$ cat src/rtl/ahbl_slv_pkg.sv
package ahbl_slv_pkg;

    localparam logic [1:0] TR_IDLE   = 2'b00;
    localparam logic [1:0] TR_BUSY   = 2'b01;
    localparam logic [1:0] TR_NONSEQ = 2'b10;
    localparam logic [1:0] TR_SEQ    = 2'b11;

    typedef enum logic [2:0] {
        DP_IDLE,
        DP_WAIT,
        DP_XFER,
        DP_ERR1,
        DP_ERR2
    } dphase_e;

endpackage

$ cat src/rtl/ahbl_ctl_capture.sv
module ahbl_ctl_capture #(
    parameter int ADDR_W = 32
) (
    input  logic              clk,
    input  logic              rst_n,
    input  logic              hready,
    input  logic              hsel,
    input  logic [1:0]        htrans,
    input  logic              hwrite,
    input  logic [ADDR_W-1:0] haddr,
    input  logic [2:0]        hsize,
    input  logic [2:0]        hburst,
    input  logic [3:0]        hprot,
    output logic              take_in,
    output logic              sel_q,
    output logic              write_q,
    output logic [ADDR_W-1:0] addr_q,
    output logic [2:0]        size_q,
    output logic [2:0]        burst_q,
    output logic [3:0]        prot_q
);
    import ahbl_slv_pkg::*;

    // qualified select: only real transfer types count
    always_comb begin
        take_in = hsel && ((htrans == TR_NONSEQ) || (htrans == TR_SEQ));
    end

    // one shared enable for the whole bank
    always_ff @(posedge clk or negedge rst_n) begin
        if (!rst_n) begin
            sel_q   <= 1'b0;
            write_q <= 1'b0;
            addr_q  <= '0;
            size_q  <= '0;
            burst_q <= '0;
            prot_q  <= '0;
        end else if (hready) begin
            sel_q   <= take_in;
            write_q <= hwrite;
            addr_q  <= haddr;
            size_q  <= hsize;
            burst_q <= hburst;
            prot_q  <= hprot;
        end
    end

    // a selected IDLE or BUSY is never recorded as a transfer
    assert_idle_busy_R1: assert property (@(posedge clk) disable iff (!rst_n)
        (hready && hsel && !htrans[1]) |=> !sel_q)
        else $error("R1: IDLE/BUSY recorded as transfer");

endmodule

$ cat src/rtl/ahbl_dphase_fsm.sv
module ahbl_dphase_fsm #(
    parameter int WAIT_CYC = 1
) (
    input  logic clk,
    input  logic rst_n,
    input  logic hready,
    input  logic start_ok,
    input  logic start_err,
    output logic hreadyout,
    output logic hresp,
    output logic commit
);
    import ahbl_slv_pkg::*;

    localparam int CNT_W = 2;
    localparam logic [CNT_W-1:0] CNT_LOAD = CNT_W'((WAIT_CYC > 0) ? WAIT_CYC - 1 : 0);

    dphase_e          state, state_nx;
    logic [CNT_W-1:0] cnt, cnt_nx;

    // state register
    always_ff @(posedge clk or negedge rst_n) begin
        if (!rst_n) begin
            state <= DP_IDLE;
            cnt   <= '0;
        end else begin
            state <= state_nx;
            cnt   <= cnt_nx;
        end
    end

    // next state
    always_comb begin
        state_nx = state;
        cnt_nx   = cnt;
        unique case (state)
            DP_IDLE, DP_XFER, DP_ERR2: begin
                if (hready) begin
                    if (start_err) begin
                        state_nx = DP_ERR1;
                    end else if (start_ok) begin
                        if (WAIT_CYC == 0) begin
                            state_nx = DP_XFER;
                        end else begin
                            state_nx = DP_WAIT;
                            cnt_nx   = CNT_LOAD;
                        end
                    end else begin
                        state_nx = DP_IDLE;
                    end
                end
            end
            DP_WAIT: begin
                if (cnt == '0) begin
                    state_nx = DP_XFER;
                end else begin
                    cnt_nx = cnt - 1'b1;
                end
            end
            DP_ERR1: state_nx = DP_ERR2;
            default: state_nx = DP_IDLE;
        endcase
    end

    // outputs
    always_comb begin
        hreadyout = !((state == DP_WAIT) || (state == DP_ERR1));
        hresp     = (state == DP_ERR1) || (state == DP_ERR2);
        commit    = (state == DP_XFER) && hready;
    end

    // checker: consecutive wait cycles seen so far
    logic [2:0] wait_run;
    always_ff @(posedge clk or negedge rst_n) begin
        if (!rst_n) begin
            wait_run <= '0;
        end else if (state == DP_WAIT) begin
            wait_run <= (wait_run == 3'd7) ? wait_run : wait_run + 3'd1;
        end else begin
            wait_run <= '0;
        end
    end

    // never more wait cycles than the parameter allows
    assert_wait_len_R4: assert property (@(posedge clk) disable iff (!rst_n)
        (state == DP_WAIT) |-> (int'(wait_run) < WAIT_CYC))
        else $error("R4: wait run too long");

endmodule

$ cat src/rtl/ahbl_reg_array.sv
module ahbl_reg_array #(
    parameter int NUM_REGS = 8,
    parameter int DATA_W   = 32,
    localparam int IDX_W   = $clog2(NUM_REGS),
    localparam int LANES   = DATA_W / 8
) (
    input  logic              clk,
    input  logic              rst_n,
    input  logic              we,
    input  logic [IDX_W-1:0]  widx,
    input  logic [LANES-1:0]  wstrb,
    input  logic [DATA_W-1:0] wdata,
    input  logic [IDX_W-1:0]  ridx,
    output logic [DATA_W-1:0] rdata
);
    logic [NUM_REGS-1:0][DATA_W-1:0] words;

    for (genvar r = 0; r < NUM_REGS; r++) begin : g_reg
        for (genvar b = 0; b < LANES; b++) begin : g_lane
            logic [7:0] byte_q;
            always_ff @(posedge clk or negedge rst_n) begin
                if (!rst_n) begin
                    byte_q <= '0;
                end else if (we && (widx == IDX_W'(r)) && wstrb[b]) begin
                    byte_q <= wdata[b*8 +: 8];
                end
            end
            assign words[r][b*8 +: 8] = byte_q;
        end
    end

    always_comb begin
        rdata = (int'(ridx) < NUM_REGS) ? words[ridx] : '0;
    end

    // a write always touches at least one lane
    assert_strb_R6: assert property (@(posedge clk) disable iff (!rst_n)
        we |-> (wstrb != '0))
        else $error("R6: write with no lane enabled");

endmodule

$ cat src/rtl/ahbl_wait_regslave.sv
module ahbl_wait_regslave #(
    parameter int ADDR_W   = 32,
    parameter int DATA_W   = 32,
    parameter int NUM_REGS = 8,
    parameter int WAIT_CYC = 1
) (
    input  logic              hclk,
    input  logic              hresetn,
    input  logic              hsel,
    input  logic [1:0]        htrans,
    input  logic              hwrite,
    input  logic [ADDR_W-1:0] haddr,
    input  logic [2:0]        hsize,
    input  logic [2:0]        hburst,
    input  logic [3:0]        hprot,
    input  logic [DATA_W-1:0] hwdata,
    input  logic              hready,
    output logic              hreadyout,
    output logic              hresp,
    output logic [DATA_W-1:0] hrdata
);
    localparam int LANES = DATA_W / 8;
    localparam int OFF_W = $clog2(LANES);
    localparam int IDX_W = $clog2(NUM_REGS);

    logic              take_in, in_bad;
    logic              sel_q, write_q;
    logic [ADDR_W-1:0] addr_q;
    logic [2:0]        size_q, burst_q, prot_q_hi;
    logic [3:0]        prot_q;
    logic              commit, wr_en;
    logic [LANES-1:0]  lane_en;
    logic [IDX_W-1:0]  word_idx;

    assign prot_q_hi = prot_q[3:1];

    ahbl_ctl_capture #(.ADDR_W(ADDR_W)) u_cap (
        .clk     (hclk),
        .rst_n   (hresetn),
        .hready  (hready),
        .hsel    (hsel),
        .htrans  (htrans),
        .hwrite  (hwrite),
        .haddr   (haddr),
        .hsize   (hsize),
        .hburst  (hburst),
        .hprot   (hprot),
        .take_in (take_in),
        .sel_q   (sel_q),
        .write_q (write_q),
        .addr_q  (addr_q),
        .size_q  (size_q),
        .burst_q (burst_q),
        .prot_q  (prot_q)
    );

    // legality is decided in the address phase, with the capture
    always_comb begin
        in_bad = ((haddr >> OFF_W) >= ADDR_W'(NUM_REGS)) || (hsize > 3'(OFF_W));
    end

    ahbl_dphase_fsm #(.WAIT_CYC(WAIT_CYC)) u_fsm (
        .clk       (hclk),
        .rst_n     (hresetn),
        .hready    (hready),
        .start_ok  (take_in && !in_bad),
        .start_err (take_in && in_bad),
        .hreadyout (hreadyout),
        .hresp     (hresp),
        .commit    (commit)
    );

    // byte lanes inside the aligned block of the captured size
    always_comb begin
        for (int l = 0; l < LANES; l++) begin
            lane_en[l] = ((l >> size_q) == (int'(addr_q[OFF_W-1:0]) >> size_q));
        end
    end

    assign word_idx = addr_q[OFF_W +: IDX_W];
    assign wr_en    = commit && sel_q && write_q;

    ahbl_reg_array #(.NUM_REGS(NUM_REGS), .DATA_W(DATA_W)) u_regs (
        .clk   (hclk),
        .rst_n (hresetn),
        .we    (wr_en),
        .widx  (word_idx),
        .wstrb (lane_en),
        .wdata (hwdata),
        .ridx  (word_idx),
        .rdata (hrdata)
    );

    // a stretched data phase keeps every captured field
    assert_hold_ctx_R2: assert property (@(posedge hclk) disable iff (!hresetn)
        (!hready && !hreadyout) |=> ($stable(sel_q) && $stable(write_q) && $stable(addr_q)
                                     && $stable(size_q) && $stable(burst_q)
                                     && $stable(prot_q_hi) && $stable(prot_q[0])))
        else $error("R2: captured control changed during wait");

    // first ERROR cycle is a wait
    assert_err_first_R7: assert property (@(posedge hclk) disable iff (!hresetn)
        $rose(hresp) |-> !hreadyout)
        else $error("R7: ERROR started with ready high");

    // second ERROR cycle follows with ready high
    assert_err_second_R7: assert property (@(posedge hclk) disable iff (!hresetn)
        (hresp && !hreadyout) |=> (hresp && hreadyout))
        else $error("R7: ERROR second cycle missing");

    // no write while ERROR is signalled
    assert_err_nowrite_R7: assert property (@(posedge hclk) disable iff (!hresetn)
        hresp |-> !wr_en)
        else $error("R7: write during ERROR");

    // an OKAY data phase always carries a legal captured access
    assert_okay_legal_R9: assert property (@(posedge hclk) disable iff (!hresetn)
        (sel_q && !hresp) |-> (((addr_q >> OFF_W) < ADDR_W'(NUM_REGS)) && (size_q <= 3'(OFF_W))))
        else $error("R9: OKAY on illegal access");

endmodule

$ cat config.mk
export PLATFORM = sky130hd
export DESIGN_NAME = ahbl_wait_regslave
export DESIGN_NICKNAME = d
export VERILOG_FILES = /design/src/rtl/ahbl_slv_pkg.sv /design/src/rtl/ahbl_ctl_capture.sv /design/src/rtl/ahbl_dphase_fsm.sv /design/src/rtl/ahbl_reg_array.sv /design/src/rtl/ahbl_wait_regslave.sv
export SDC_FILE = /design/constraint.sdc
export NUM_CORES = 1
export LEC_CHECK = 0
export ABC_AREA = 1
export BUFFER_PORTS_ARGS = -buffer_cell sky130_fd_sc_hd__buf_2
export CORE_MARGIN = 4
export CORE_UTILIZATION = 40
export CTS_BUF_LIST = sky130_fd_sc_hd__clkbuf_4
export DETAILED_ROUTE_END_ITERATION = 10
export GPL_ROUTABILITY_DRIVEN = 0
export PLACE_DENSITY = 0.65
export SYNTH_ARGS = -nofsm -noshare
export SYNTH_HDL_FRONTEND = slang
export SYNTH_HIERARCHICAL = 1
export SYNTH_SLANG_ARGS = --single-unit
$ cat constraint.sdc
create_clock -name hclk -period 1.6 [get_ports hclk]
set_input_delay 0.16 -clock hclk [delete_from_list [all_inputs] [get_ports hclk]]
set_output_delay 0.16 -clock hclk [all_outputs]
set_load 0.005 [all_outputs]
-- Yosys cells after proc, flatten, opt, wreduce, memory -nomap -nowiden
Cells that the tools add are included.
- bits in registers: 271
- input port bits: 81
- add/sub/neg operators: 1
- magnitude comparators: 3
- equal/unequal tests: 22
- shift-type cells: 5
- muxes and demuxes: 12
- reductions and logical operators: 59
- operators by type and width (kind ; count):
    $eq 32x32->1 ; 4
    $bmux 32 s3 ; 1
    $shr 1x3->32 const A ; 2
    $shr 2x3->32 const A ; 2
    $logic_and 1x1->1 ; 46
    $mux 32 ; 1
    $shr 2x3->32 ; 1
    $ge 30x4->1 const B ; 1
    $eq 3x3->1 const B ; 5
    $eq 3x2->1 const B ; 4
    $mux 3 ; 3
    $pmux 3 s3 ; 1
    $mux 2 ; 4
    $eq 3x1->1 const B ; 2
    $logic_not 3->1 ; 2
    $ne 2x2->1 const B ; 3
    $reduce_and 5->1 ; 1
    $eq 2x2->1 const B ; 2
    $logic_or 1x1->1 ; 4
    $lt 3x4->1 const B ; 1
    $ne 2x1->1 const B ; 2
    $pmux 2 s2 ; 1
    $gt 3x2->1 const B ; 1
    $reduce_or 3->1 ; 1
    other kinds (6) ; 7

-- Longest topological paths before layout
Gate-level depths: netlist (run 1).
- depth in word-level cells: 8
- mapped depth: 11
- mapped depth without buffers: 11

-- Hierarchy
The synthesis (run 1) kept the hierarchy.
- by module, submodules not included (module ; instances ; cells each ; area an instance (um^2) ; seq. area each (um^2)):
    ahbl_reg_array ; 1 ; 1736 ; 12584.6 ; 6406.1
    ahbl_ctl_capture ; 1 ; 188 ; 1740.4 ; 1101.1
    ahbl_dphase_fsm ; 1 ; 45 ; 311.5 ; 125.1
    ahbl_wait_regslave ; 1 ; 44 ; 191.4 ; 0.0

-- Worst setup path before layout (run 1)
OpenSTA, ideal clock, no wires.
- path type: reg2reg
- start point: register u_fsm.state[2]
- end point: register u_regs.g_reg[4].g_lane[0].byte_q[5]
- arrival: 1.571 ns
- required time: 1.469 ns
- slack: -0.101 ns
- cell stages (with the launch flop): 9
- period minus slack after synthesis: 1.701 ns
- cell sequence: dfrtp_1 nor4_1 and3_1 nand2_1 inv_1 nand3_1 clkbuf_1 nand2_1 o21ai_0
- cells in the longest elaborated chain, start to end: 6
- ends and longest elaborated chain (element ; line ; source):
    start, declared ; ahbl_dphase_fsm.sv:18 ; dphase_e state, state_nx;
    start signal, assigned ; ahbl_dphase_fsm.sv:27 ; state <= state_nx;
    $eq 3x2->1 ; ahbl_dphase_fsm.sv:69 ; commit = (state == DP_XFER) && hready;
    $logic_and 1x1->1 ; ahbl_dphase_fsm.sv:69 ;
    named net commit ; ahbl_wait_regslave.sv:31 ; logic commit, wr_en;
    $logic_and 1x1->1 (2 in series) ; ahbl_wait_regslave.sv:81 ; assign wr_en = commit && sel_q && write_q;
    named net wr_en ; ahbl_wait_regslave.sv:31 ;
    $logic_and 1x1->1 (2 in series) ; ahbl_reg_array.sv:24 ; end else if (we && (widx == IDX_W'(r)) && wstrb[b]) begin
    end signal, assigned ; ahbl_reg_array.sv:25 ; byte_q <= wdata[b*8 +: 8];
    end, declared ; ahbl_reg_array.sv:20 ; logic [7:0] byte_q;
The timed path passes the listed nets, and every way through them passes these cells.
A chain may end at the register's enable or synchronous reset.

-- Worst setup path after layout (run 1)
- start point: register u_cap.addr_q[2]
- end point: output port hrdata[3]
- cells in the longest elaborated chain, start to end: 2
- ends and longest elaborated chain (element ; line ; source):
    start, declared ; ahbl_ctl_capture.sv:17 ; output logic [ADDR_W-1:0] addr_q,
    start signal, assigned ; ahbl_ctl_capture.sv:41 ; addr_q <= haddr;
    $bmux 32 s3 ; ahbl_reg_array.sv:33 ; rdata = (int'(ridx) < NUM_REGS) ? words[ridx] : '0;
    $mux 32 (not written as such) ; ahbl_reg_array.sv:33 ;
    end, declared ; ahbl_wait_regslave.sv:20 ; output logic [DATA_W-1:0] hrdata
No other way between the ends. The select of a mux whose other input is x is not followed.

==> results by group, run 1 <==
Clock tree
  – CTS tree: done
  – Number of H-tree levels: 3
  – CTS Sinks: 271
  – Buffers from clock root to sink, at most: 3
  – Worst-skew pair later-pin latency: 710 ps
  – Inserted Clock Buffers: between 70 and 80
  – CTS root buf: sky130_fd_sc_hd__clkbuf_4
  – Reg clk slew, reported paths: 70 ps

Synthesis
  – Mean post-synth cell area: 7.226 µm²
  – Net count of the mapped netlist: 1,955
  – Yosys Warn Count: 6
  – Cells after Synth: 1,873
  – Post-synth design cell area: 13,530 µm²

Detailed routing
  – Wirelength per Cell: 17.59 µm
  – Total Wirelength: 46.98 mm
  – Via total after detailed routing: 13,800
  – Per-cell via count in the routed design: 5.165
  – Starting DRT DRC Count: 1,307
  – Drc violations: 0
  – First-pass DRT Iterations: 6
  – Residual antenna-violating net count after detailed routing: 0

STA
  – Final-report setup violation count: approximately 290
  – Transition time at the pin with the least slew margin: 827.6 ps
  – Minimum clock period: between 2000 and 2500 ps
  – Final max-slew violation count: 0
  – Setup slack after layout: -743.8 ps
  – Clock Skew: 27.48 ps
  – Period utilisation layout: 1.465
  – Accumulated negative setup slack: -81,910 ps
  – Rel. slew slack: 0.4464
  – Upper clock frequency limit: between 400 and 500 MHz
  – Unrepaired setup endpoints after global routing: yes
  – Final number of hold-violating endpoints: 0

Setup path
  – Cell breakdown of the critical path: buf_12, buf_16, nand2_4, nand3_2, nand2_1, nand2_1, nand2_1, buf_2
  – Peak per-stage delay on the critical path: 600 ps
  – Instance count on the critical path: 8
  – CP delay by family, top: flip-flops
  – Worst path required time: 1440 ps
  – Data arrival time of the critical path: 2180 ps
  – Slowest CP cell: sky130_fd_sc_hd__dfrtp_4
  – Worst-case register-to-register setup slack: -400 ps
  – Critical Path Start Type: flop
  – Maximum fanout encountered on the critical timing path: 8
  – Setup Crit Path Kind: flop to output port
  – Number of cells on the worst reg-to-reg path: 10
  – Critical R2R Capture: u_regs/g_reg[2].g_lane[1].byte_q[5]
  – Worst setup path endpoint: hrdata[3]
  – Critical path buffer and inverter count: 3
  – Worst r2r src: u_fsm/state[0]
  – Startpoint of the worst setup timing path: u_cap/addr_q[2]
  – CP endpoint kind: output port
  – Most Frequent Cell on Critical Path: sky130_fd_sc_hd__nand2_1

Cells and area
  – Top library cells by usage in the layout, fill and taps aside: sky130_fd_sc_hd__nand2_1 (505), sky130_fd_sc_hd__inv_1 (303), sky130_fd_sc_hd__dfrtp_1 (269)
  – Final cell utilization of the core: 0.6002
  – Area growth from synthesis to layout: 48.32%
  – Number of nets in the layout: 2,258
  – Final instance count without filler cells: about 2,700
  – Summed area of non-filler cells in the final layout: 20,070 µm²
  – Leading cell type in the layout, fill and taps excluded: sky130_fd_sc_hd__nand2_1
  – Ratio of cells with drive above 1 in the final layout: 0.3375

Global routing
  – Grt total ovfl: 0
  – Number of antenna violations at the first check in global routing: 1
  – Global router's overall resource usage: 0.2264
  – Pin count of the biggest net entering global routing: 62
  – Vias in the first global route: 12,840
  – Global-route wire length before repair: between 60 and 70 mm

Min path
  – Classification of the worst-slack hold path: input pin to flop

Placement
  – DP HPWL: 22.80 mm
  – Placement Cell Area: 15,090 µm²
  – Port buffer count: 106
  – # placed instances: between 2,000 and 2,500

Die
  – Die Height: 191.9 µm
  – Core region area: 33,450 µm²
  – Width of the die: 191.9 µm
  – Full die area: 36,840 µm²
  – I/O pin count: 115
  – Starting density of the core: 0.4046
  – Number of placement rows: 67

Power and ir drop
  – Largest vdd supply drop: 0.0006282 V
  – Pleak: a little under 10 nW
  – Pwr dens: 876.1 nW/µm²

Status
  – Failing checks: negative setup slack
  – Status: complete, but fails checks

Job
  – Maximum Capacitance Violations: 0
==> sequential cells by signal, indices dropped and copies added, names as in the netlist <==
signal and count:
u_cap/addr_q 5, u_cap/sel_q 1, u_cap/size_q 3, u_cap/write_q 1
u_fsm/cnt 2, u_fsm/state 3, u_regs/g.g_lane.byte_q 256
==> cell type report <==
cell class              count  area [µm²]
flip-flops and latches    271        6787
diodes                      1       2.502
repair buffers            296        3339
inverters                 310        1211
clock buffers             106       795.8
fillers                  2709       13370
clock inverters            18       121.4
well taps                 448       560.5
repair inverters            1       8.758
multi-input cells        1220        7248
==> per-layer routing <==
layer,vias to the layer above,global-route usage,wire length (µm)
met5,-,0,0
met4,0,0.09116,2072
met3,152,0.04162,3695
met2,642,0.3679,22470
met1,6573,0.3006,18750
li1,6428,-,-
==> worst min-delay path: stages <==
cell and delay (ps):
sky130_fd_sc_hd__buf_2 70, sky130_fd_sc_hd__nor2_1 30, sky130_fd_sc_hd__nand2_1 50, sky130_fd_sc_hd__nor2_1 40
sky130_fd_sc_hd__nand2_1 80, sky130_fd_sc_hd__nor3_2 60, sky130_fd_sc_hd__o21ai_1 120, sky130_fd_sc_hd__o21ai_1 80
==> per-stage QoR <==
stage | hold slack [ps] | worst slack (ps) | power (mW)
6_report | 32.59 | -743.8 | 17.59
5_1_grt | 30.92 | -841.5 | 18.51
2_1_floorplan | -135.6 | -59.50 | 9.101
3_5_place_dp | 26.62 | -220.0 | 10.11
3_3_place_gp | 25.16 | -176.9 | 10.05
4_1_cts | 33.26 | -734.5 | 16.99
==> report_power, final <==
part           internal (mW)  leakage, nW  switching [mW]
sequential              7.30         3.73           0.350
clock                   3.35        0.551            2.96
combinational           1.50         5.33            2.13
total                   12.1         9.62            5.44
==> how the worst min path moves through the flow <==
stage,cells after the start,from,to
floorplan,0,hresetn,u_cap/addr_q[0]
global placement,1,hresetn,u_fsm/cnt[1]
detailed placement,1,hresetn,u_fsm/cnt[0]
CTS,3,hresetn,u_regs/g_reg[5].g_lane[0].byte_q[2]
global route,8,haddr[30],u_fsm/state[0]
finish,8,haddr[30],u_fsm/state[0]
==> what timing repair did <==
item                                   in CTS  in global routing
resized for setup                         288                432
hold buffers                               66                  0
setup endpoints to repair                 290                299
cloned                                     24                 18
setup buffers                              35                 16
pin swaps                                  85                135
endpoints found under the hold margin     540                  0
Power figures use the tool's default switching activity.
==> run 2, diff against run 1 <==
--- a/config.mk
+++ b/config.mk
@@ -6,7 +6,7 @@
 export NUM_CORES = 1
 export LEC_CHECK = 0
 export ABC_AREA = 1
-export BUFFER_PORTS_ARGS = -buffer_cell sky130_fd_sc_hd__buf_2
+export BUFFER_PORTS_ARGS = -buffer_cell sky130_fd_sc_hd__buf_4
 export CORE_MARGIN = 4
 export CORE_UTILIZATION = 40
 export CTS_BUF_LIST = sky130_fd_sc_hd__clkbuf_4
==> constraint.sdc (replaced) <==
create_clock -name hclk -period 1.9 [get_ports hclk]
set_input_delay 0.19 -clock hclk [delete_from_list [all_inputs] [get_ports hclk]]
set_output_delay 0.19 -clock hclk [all_outputs]
set_load 0.005 [all_outputs]
==> run 2 against run 1 <==
  * Count of clock-buffer cells in the layout rose by 6
  * Via count fell by 6.7%
  * Setup slack improved by 360 ps
  * Total power fell by 16%
  * Critical path depth rose by 1
  * Sequential cell count did not move
  * Design area fell by 8.3%
  * The run still ends with negative setup slack left
  * Cell count fell by 1.1%
==> results by group, run 2 (same netlist as run 1, synthesis figures left out) <==
Detailed routing
  – Total Wirelength: 41.27 mm (was 46.98 mm)
  – Per-cell via count in the routed design: 4.871 (was 5.165)
  – Via total after detailed routing: 12,870 (was 13,800)
  – Starting DRT DRC Count: 1,005 (was 1,307)
  – Drc violations: 0 (unchanged)
  – Residual antenna-violating net count after detailed routing: 0 (unchanged)
  – First-pass DRT Iterations: 5 (was 6)
  – Wirelength per Cell: 15.63 µm (was 17.59 µm)

STA
  – Transition time at the pin with the least slew margin: 825.8 ps (was 827.6 ps)
  – Final-report setup violation count: 47 (was 292)
  – Setup slack after layout: -384.5 ps (was -743.8 ps)
  – Final number of hold-violating endpoints: 0 (unchanged)
  – Clock Skew: 53.59 ps (was 27.48 ps)
  – Period utilisation layout: 1.202
  – Hold Worst Slack: 97.78 ps (was 32.59 ps)
  – Rel. slew slack: 0.4477 (was 0.4464)
  – Upper clock frequency limit: 437.7 MHz
  – Unrepaired setup endpoints after global routing: yes (unchanged)
  – Accumulated negative setup slack: -11,430 ps (was -81,910 ps)
  – Minimum clock period: approximately 2300 ps
  – Final max-slew violation count: 0 (unchanged)

Cells and area
  – Final instance count without filler cells: 2,641 (was 2,671)
  – Filler cell count: 3,074 (was 2,709)
  – Ratio of cells with drive above 1 in the final layout: 0.2314 (was 0.3375)
  – Area growth from synthesis to layout: 36.05% (was 48.32%)
  – Biggest registers after layout: u_regs/g.g_lane.byte_q: 256 flops, u_cap/addr_q: 5 flops (unchanged)
  – Leading cell type in the layout, fill and taps excluded: sky130_fd_sc_hd__nand2_1 (unchanged)
  – Number of flip-flops under the largest register name: 256 (unchanged)
  – Summed area of non-filler cells in the final layout: 18,410 µm² (was 20,070 µm²)
  – Number of nets in the layout: 2,227 (was 2,258)
  – Top library cells by usage in the layout, fill and taps aside: sky130_fd_sc_hd__nand2_1 (652), sky130_fd_sc_hd__inv_1 (304), sky130_fd_sc_hd__dfrtp_1 (269) (was sky130_fd_sc_hd__nand2_1 (505), sky130_fd_sc_hd__inv_1 (303), sky130_fd_sc_hd__dfrtp_1 (269))
  – Largest register by flop count: u_regs/g.g_lane.byte_q (unchanged)

Global routing
  – Global-route wire length before repair: 61.18 mm (was 66.83 mm)
  – GRT met2 Usage: 0.3390 (was 0.3679)
  – Met3 demand-to-capacity share in global routing: 0.04053 (was 0.04162)
  – Met1 track demand over resource in global routing: 0.2716 (was 0.3006)
  – Global router's overall resource usage: 0.2059 (was 0.2264)
  – Top Usage Layer GRT: met2 (unchanged)
  – Vias in the first global route: 12,150 (was 12,840)
  – Grt total ovfl: 0 (unchanged)
  – Number of antenna violations at the first check in global routing: 2 (was 1)
  – Pin count of the biggest net entering global routing: 65 (was 62)

Die
  – Number of placement rows: 67 (unchanged)
  – Starting density of the core: 0.4046 (unchanged)
  – Core region area: 33,450 µm² (unchanged)
  – Die Height: 191.9 µm (unchanged)
  – Full die area: 36,840 µm² (unchanged)
  – Width of the die: 191.9 µm (unchanged)
  – I/O pin count: 115 (unchanged)

Clock tree
  – CTS Sinks: 271 (unchanged)
  – Worst-skew pair later-pin latency: 740 ps (was 710 ps)
  – CTS root buf: sky130_fd_sc_hd__clkbuf_4 (unchanged)
  – Reg clk slew, reported paths: 60 ps (was 70 ps)
  – Inserted Clock Buffers: 79 (was 76)
  – Buffers from clock root to sink, at most: 3 (unchanged)
  – CTS tree: done (unchanged)
  – Number of H-tree levels: 3 (unchanged)

Placement
  – Placement Cell Area: 15,010 µm² (was 15,090 µm²)
  – # placed instances: 2,398 (was 2,393)
  – DP HPWL: 21.50 mm (was 22.80 mm)
  – Port buffer count: 106 (unchanged)

Setup path
  – Data arrival time of the critical path: 2090 ps (was 2180 ps)
  – Critical Path Start Type: flop (unchanged)
  – Peak per-stage delay on the critical path: 540 ps (was 600 ps)
  – Critical path buffer and inverter count: 4 (was 3)
  – Setup Crit Path Kind: flop to output port (unchanged)
  – CP endpoint kind: output port (unchanged)
  – Maximum fanout encountered on the critical timing path: 7 (was 8)
  – CP delay by family, top: flip-flops (unchanged)
  – Cell breakdown of the critical path: clkinv_8, buf_12, buf_16, nand2_2, nand3_2, nand2_2, nand2_2, nand2_2, buf_6 (was buf_12, buf_16, nand2_4, nand3_2, nand2_1, nand2_1, nand2_1, buf_2)
  – Most Frequent Cell on Critical Path: sky130_fd_sc_hd__nand2_2 (was sky130_fd_sc_hd__nand2_1)
  – Slowest CP cell: sky130_fd_sc_hd__dfrtp_4 (unchanged)
  – Worst path required time: 1710 ps (was 1440 ps)

Power and ir drop
  – Pleak: 9.085 nW (was 9.618 nW)
  – Sum of internal, switching and leakage power: 14.78 mW (was 17.59 mW)
  – Largest vdd supply drop: 0.0005497 V (was 0.0006282 V)
  – Pwr dens: 802.9 nW/µm² (was 876.1 nW/µm²)

Job
  – Maximum Capacitance Violations: 0 (unchanged)

Min path
  – Classification of the worst-slack hold path: input pin to flop (unchanged)

Status
  – Failing checks: negative setup slack (unchanged)
  – Status: complete, but fails checks (unchanged)
-- run 2: changes by cell type in the layout (fill, tap and decap cells not counted), sizes merged, moves of 2 or more --
cell / before / now
buf: 219 / 195
nand2: 771 / 755
dlygate4sd3: 62 / 70
clkbuf: 120 / 127
clkinv: 14 / 10
inv: 313 / 311
-- run 2: area by class of cell --
type | count | area [µm²] | share of cell area
inverters | 310 | 1184 | 0.06428
flip-flops and latches | 271 | 6787 | 0.3686
well taps | 448 | 560.5 | 0.03044
multi-input cells | 1203 | 5746 | 0.3120
diodes | 2 | 5.005 | 0.0002718
repair buffers | 280 | 3153 | 0.1712
clock buffers | 112 | 840.8 | 0.04566
clock inverters | 15 | 138.9 | 0.007542
-- run 2: final timing paths --
check	startpoint	endpoint	slack [ps]	cells past startpoint
min reg2reg	u_regs/g_reg[5].g_lane[0].byte_q[5]	u_regs/g_reg[5].g_lane[0].byte_q[5]	480	2
min	hsel	u_fsm/state[0]	100	7
max in group asynchronous	hresetn	u_regs/g_reg[3].g_lane[0].byte_q[7]	560	3
min in group asynchronous	hresetn	u_regs/g_reg[7].g_lane[0].byte_q[5]	110	3
max reg2reg	u_fsm/state[2]	u_regs/g_reg[6].g_lane[0].byte_q[1]	-20	8
max	u_cap/addr_q[2]	hrdata[26]	-380	9
-- run 2: routing by layer --
metal	share of wire	vias to the layer above
met5	0	-
met4	0.024	0
met3	0.063	72
met2	0.49	395
met1	0.43	6095
li1	-	6303
-- run 2: timing repair --
action / CTS / global route
hold buffers: 71 / 0
gates cloned: 9 / 24
resized for setup: 42 / 241
setup endpoints to repair: 99 / 226
setup buffers: 9 / 3
pin swaps: 4 / 76
endpoints found under the hold margin: 540 / 0
-- run 2: power breakdown --
part	internal [mW]	switching, mW	leakage (nW)
clock network	3.08	2.45	0.580
logic	1.30	1.61	4.77
registers	6.15	0.208	3.73
-- run 2: worst min-delay path, stage by stage --
cell,delay (ps)
sky130_fd_sc_hd__buf_4,110
sky130_fd_sc_hd__nand2_1,50
sky130_fd_sc_hd__inv_1,30
sky130_fd_sc_hd__inv_1,80
sky130_fd_sc_hd__nor3_2,60
sky130_fd_sc_hd__o21ai_1,140
sky130_fd_sc_hd__o21ai_1,90
-- run 2: metrics by stage --
| step | util | setup slack [ps] |
|---|---|---|
| after global routing | 0.5505 | -515.5 |
| after global placement | 0.4487 | -3.123 |
| final | 0.5505 | -384.5 |
| after CTS | 0.5134 | -432.3 |
| after floorplan | - | 198.7 |
| after detailed placement | 0.4487 | -51.09 |
